--- src/rtl/trap_pkg.sv ---
package trap_pkg;
  localparam int CODEW      = 4;
  localparam int NSYNC      = 8;
  localparam logic [CODEW-1:0] CODE_PRIV    = 4'd3;
  localparam logic [CODEW-1:0] CODE_BKPT    = 4'd8;
  localparam logic [CODEW-1:0] CODE_SYSCALL = 4'd9;
  localparam logic [CODEW-1:0] CODE_IRQ     = 4'd11;
  localparam logic [1:0]       MODE_VEC     = 2'd1;
endpackage

--- src/rtl/trap_prio.sv ---
module trap_prio #(
  parameter int N  = 8,
  localparam int IW = $clog2(N)
) (
  input  logic [N-1:0]  req,
  output logic          any,
  output logic [IW-1:0] idx
);
  // lowest set index wins
  always_comb begin
    any = |req;
    idx = '0;
    for (int i = N - 1; i >= 0; i--) begin
      if (req[i]) idx = IW'(i);
    end
  end
endmodule

--- src/rtl/trap_vector.sv ---
module trap_vector #(
  parameter int XLEN   = 32,
  parameter int CODEW  = 4,
  parameter bit VEC_EN = 1'b1
) (
  input  logic [XLEN-1:0]  base,
  input  logic [CODEW-1:0] code,
  output logic [XLEN-1:0]  target
);
  logic [XLEN-1:0] base_al;
  assign base_al = {base[XLEN-1:2], 2'b00};

  generate
    if (VEC_EN) begin : g_vec
      logic [XLEN-1:0] offs;
      assign offs   = {{(XLEN-CODEW-2){1'b0}}, code, 2'b00};
      assign target = (base[1:0] == trap_pkg::MODE_VEC) ? base_al + offs : base_al;
    end else begin : g_direct
      assign target = base_al;
    end
  endgenerate
endmodule

--- src/rtl/trap_unit.sv ---
module trap_unit #(
  parameter int XLEN  = 32,
  parameter int FLAGW = 4
) (
  input  logic             clk,
  input  logic             rst,
  input  logic             instr_valid,
  input  logic [XLEN-1:0]  instr_pc,
  input  logic [FLAGW-1:0] flags_in,
  input  logic [6:0]       exc_flags,
  input  logic             priv_instr,
  input  logic             syscall_req,
  input  logic             ret_req,
  input  logic             irq_req,
  input  logic             base_we,
  input  logic [XLEN-1:0]  base_wdata,
  input  logic             ie_we,
  input  logic             ie_wdata,
  output logic             redirect,
  output logic             flush,
  output logic [XLEN-1:0]  redirect_pc,
  output logic             priv_mode,
  output logic             irq_en,
  output logic [XLEN-1:0]  trap_base,
  output logic [XLEN-1:0]  saved_pc,
  output logic [FLAGW-1:0] saved_flags,
  output logic             flags_load,
  output logic [XLEN-1:0]  trap_cause
);
  import trap_pkg::*;
  localparam int IW = $clog2(NSYNC);

  logic            prev_priv, prev_ie;
  logic            priv_viol, sync_any;
  logic [IW-1:0]   sync_idx;
  logic [NSYNC-1:0] sync_vec;
  logic            take_sync, take_sys, do_ret, take_irq, do_csr, take;
  logic [CODEW-1:0] code;
  logic [XLEN-1:0] resume_pc, handler_pc;

  // user-mode use of a privileged operation
  assign priv_viol = ~priv_mode & (priv_instr | ret_req | base_we | ie_we);
  assign sync_vec  = {exc_flags[6:2], priv_viol, exc_flags[1:0]};

  trap_prio #(.N(NSYNC)) u_prio (
    .req (sync_vec),
    .any (sync_any),
    .idx (sync_idx)
  );

  assign take_sync = instr_valid & sync_any;
  assign take_sys  = instr_valid & ~sync_any & syscall_req;
  assign do_ret    = instr_valid & ~sync_any & ~syscall_req & ret_req;
  assign take_irq  = instr_valid & ~sync_any & ~syscall_req & ~ret_req & irq_req & irq_en;
  assign do_csr    = instr_valid & ~sync_any & ~syscall_req & ~ret_req & ~take_irq;
  assign take      = take_sync | take_sys | take_irq;

  always_comb begin
    if (take_sync)     code = CODEW'(sync_idx) + CODEW'(1);
    else if (take_sys) code = CODE_SYSCALL;
    else               code = CODE_IRQ;
  end

  // trap-class causes resume after the instruction
  assign resume_pc = (!take_irq && code >= CODE_BKPT) ? instr_pc + XLEN'(4) : instr_pc;

  trap_vector #(.XLEN(XLEN), .CODEW(CODEW), .VEC_EN(1'b1)) u_vec (
    .base   (trap_base),
    .code   (code),
    .target (handler_pc)
  );

  always_ff @(posedge clk) begin
    if (rst) begin
      redirect    <= 1'b0;
      flush       <= 1'b0;
      flags_load  <= 1'b0;
      redirect_pc <= '0;
      priv_mode   <= 1'b1;
      irq_en      <= 1'b0;
      prev_priv   <= 1'b0;
      prev_ie     <= 1'b1;
      trap_base   <= '0;
      saved_pc    <= '0;
      saved_flags <= '0;
      trap_cause  <= '0;
    end else begin
      redirect   <= take | do_ret;
      flush      <= take | do_ret;
      flags_load <= do_ret;
      if (take) begin
        redirect_pc <= handler_pc;
        saved_pc    <= resume_pc;
        saved_flags <= flags_in;
        trap_cause  <= {take_irq, {(XLEN-1-CODEW){1'b0}}, code};
        prev_priv   <= priv_mode;
        prev_ie     <= irq_en;
        priv_mode   <= 1'b1;
        irq_en      <= 1'b0;
      end else if (do_ret) begin
        redirect_pc <= saved_pc;
        priv_mode   <= prev_priv;
        irq_en      <= prev_ie;
      end else if (do_csr) begin
        if (base_we) trap_base <= base_wdata;
        if (ie_we)   irq_en    <= ie_wdata;
      end
    end
  end
endmodule

--- config.mk ---
export PLATFORM = sky130hd
export DESIGN_NAME = trap_unit
export DESIGN_NICKNAME = d
export VERILOG_FILES = /design/src/rtl/trap_pkg.sv /design/src/rtl/trap_prio.sv /design/src/rtl/trap_vector.sv /design/src/rtl/trap_unit.sv
export SDC_FILE = /design/constraint.sdc
export NUM_CORES = 1
export LEC_CHECK = 0
export BUFFER_PORTS_ARGS = -buffer_cell sky130_fd_sc_hd__buf_2
export CAP_MARGIN = 10
export CORE_MARGIN = 1
export CORE_UTILIZATION = 45
export DETAILED_ROUTE_END_ITERATION = 6
export GPL_TIMING_DRIVEN = 0
export PLACE_DENSITY = 0.74
export SYNTH_ARGS = -nofsm -noshare
export SYNTH_HDL_FRONTEND = slang
export SYNTH_HIERARCHICAL = 1
export SYNTH_SLANG_ARGS = --single-unit
export TNS_END_PERCENT = 5
--- constraint.sdc ---
create_clock -name clk -period 10.27 [get_ports clk]
set_input_delay 2.054 -clock clk [delete_from_list [all_inputs] [get_ports clk]]
set_output_delay 2.054 -clock clk [all_outputs]
set_load 0.03 [all_outputs]
==> results.cfg <==
[synthesis]
synth_edf_count = 0
synth-async-reset-ratio_pct = 0
yosysWarnings = 6
synth-seq-cells = 111
avgSynthCellArea_um2 = 7.76
ys_seq_area_share_pct = 37.6
ys.flop_type = dfxtp_1
synth.distinct_cells = 57
syn_area_um2 = 5900
syn_inst = 761

[final_layout]
finalNonFillerCells = 1167
n_fill_cell = 1304
antenna_cells = 0
syn2layout_area_growth_pct = 26.6
multi_input_area_um2 = 3310
regArea_um2 = 2220
drive_gt1_share_pct = 25.9
nNetsFinal = 1082
fin_area_um2 = 7470
fin_util_pct = 58.7

[power_and_ir_drop]
power_uw = 972
peakVddDrop_mv = 0.0704
power.density_nw_per_um2 = 130
p_leak_nw = 3.31

[sta]
worst_pin_slew_ns = 0.766
max_freq_mhz = 169
whs_ns = 0.454
skew_ns = 0.00630
layout_min_cycle_time_ns = 5.91
relSlewSlack_pct = 48.3
setup_violations = 0
setup_ws_ns = 4.36
rsz0062_at_grt = false
finalCritPeriodShare_pct = 57.5
fin_tns_setup_ns = 0
final_max_slew_viol_count = 0
timing_hold_violations_final = 0

[clock_network]
htree_levels = 3
cts.clk_slew.worst_paths_ns = 0.07
clock_latency_ns = 0.35
cts_root_buf = clkbuf_16
cts_buffers = 9
ctsResizeCount = 0
clockBufferDepth = 2
holdBufCountCts = 0
cts_tree = yes
cts_sinks = 111
post-cts-setup-buffers = 0

[placement]
place_congestion = 0.871
portBuffers = 191
pre_cts_ws_ns = 4.13
dpl_cell_area_um2 = 7180
place_hpwl_um = 14400
dp_cells = 1151

[setup_path]
rr_worst_depth = 13
crit_fanout = 10
r2r-start = priv_mode
crit_arrival_ns = 6.16
end_kind = flop
reg2reg_to = redirect_pc[21]
slowest_stage = o41ai_1
worstSetupStartpointType = primary input
path_class = in2reg
crit_required_ns = 10.52
reg2reg_slack_ns = 6.04
cp_slowest_stage_delay_ns = 0.74
path_cells = buf_2, nor4_1, nor2_1, o41ai_1, ha_1, a21oi_1, inv_1, ha_1, a211o_1, a21oi_1, buf_4, nor3_1, xor2_1, nor2_1, a311oi_1

[worst_hold_path]
hold_end = saved_flags[0]
holdPathStages = 2
hp-class = reg2reg
hold_start = saved_flags[0]

[floorplanning]
ios = 222
dieWidth_um = 117
start_util_pct = 46.4
die_y_um = 117
core-area_um2 = 12700
die_area_um2 = 13600
fp-row-count = 41

[route]
vias = 6079
antenna_left = 0
post_drt_wl_per_cell_um = 15.5
drtIter0Drc = 439
wirelength_um = 18100
vias_per_cell = 5.21
drt-pass1-iter-count = 5
drcViolationCount = 0

[global_routing]
globalRouteTotalUtil_pct = 26.5
grt_max_degree = 17
grt_pass1_wl_um = 27700
overflow = 0
antenna_found_initial = 0
grt_pass1_vias = 5352

[run]
drv_cap = 0

[outcome]
status = finished, final reports clean
-- metal layers --
| metal | up-vias | wire (um) | global-route usage (%) |
|---|---|---|---|
| li1 | 3066 | - | - |
| met1 | 2751 | 8500 | 37.1 |
| met2 | 243 | 8120 | 42.3 |
| met3 | 19 | 1170 | 3.32 |
| met4 | 0 | 310 | 8.61 |
| met5 | - | 0 | 0 |
-- synth_stat cells, types with 5 or more instances --
library cell / instances / area share (%)
xnor2_1: 18 / 2.7
nand2_1: 168 / 11
a311oi_1: 42 / 6.2
inv_1: 10 / 0.64
clkbuf_1: 46 / 2.9
a211oi_1: 17 / 2.2
and4_1: 7 / 1.0
a21oi_1: 49 / 4.2
xor2_1: 27 / 4.0
o21ai_0: 13 / 1.1
and3_1: 6 / 0.64
or4_1: 5 / 0.64
buf_4: 31 / 3.9
nor4_1: 16 / 1.7
ha_1: 6 / 1.3
o31ai_1: 5 / 0.64
or3_1: 7 / 0.74
nand3_1: 19 / 1.6
dfxtp_1: 111 / 38
nor2_1: 86 / 5.5
a31oi_1: 5 / 0.53
nor3_1: 9 / 0.76
-- cell type report --
type | count | share of cell area [%]
Buffer | 81 | 5.86
Clock buffer | 14 | 3.80
Clock inverter | 2 | 0.167
Inverter | 10 | 0.502
Multi-Input combinational cell | 586 | 44.3
Sequential cell | 111 | 29.7
Tap cell | 172 | 2.88
Timing Repair Buffer | 191 | 12.8
-- report_power, final --
group          internal (mW)  total [mW]  switching (mW)  leakage [nW]
registers              0.448       0.460          0.0123         0.911
clock network          0.191       0.349           0.158         0.145
logic                 0.0532       0.162           0.109          2.26
-- critical path: cells and delay by family --
| kind | cells | cell delay, ns |
|---|---|---|
| buffers and inverters | 3 | 0.59 |
| AOI/OAI and AO/OA | 5 | 2.07 |
| xor gates and xnor gates | 1 | 0.22 |
| and+or+nand+nor | 4 | 0.53 |
| adders and majority gates | 2 | 0.70 |
-- kinds of logic after synthesis --
logic type	count (synthesis)	share of synthesized area [%]
AO/OA/AOI/OAI	148	17.0
multiplexers	4	0.721
XOR/XNOR	45	6.68
AND/OR/NAND/NOR	353	28.2
other	2	0.127
flip-flops	111	37.6
adder cells (fa/ha/maj)	7	1.61
buffers and inverters	91	8.05
-- state kept, by name, indices dropped and copies added (netlist names) --
| signal | count |
|---|---|
| prev_ie | 1 |
| trap_base | 32 |
| flush | 1 |
| saved_flags | 4 |
| trap_cause | 5 |
| prev_priv | 1 |
| flags_load | 1 |
| saved_pc | 32 |
| redirect_pc | 32 |
| priv_mode | 1 |
| irq_en | 1 |
-- worst max path at each step --
stage                       start              end  cells past startpoint
after CTS                 ret_req  redirect_pc[21]                     15
final                     ret_req  redirect_pc[21]                     15
after global routing      ret_req  redirect_pc[29]                     15
after detailed placement  ret_req  redirect_pc[21]                     15
after global placement    ret_req  redirect_pc[25]                     15
after floorplan           ret_req   redirect_pc[7]                     14
-- layout by cell type (no fill, tap or decap), types with 18 or more instances in the layout --
cell type,Yosys,routed
a311oi_1,42,42
a21oi_1,49,49
conb_1,2,29
buf_4,31,31
buf_2,2,193
nand2_1,168,168
xnor2_1,18,18
nor2_1,86,86
dfxtp_1,111,111
xor2_1,27,27
nand3_1,19,19
clkbuf_1,46,47
Power figures use the tool's default switching activity.
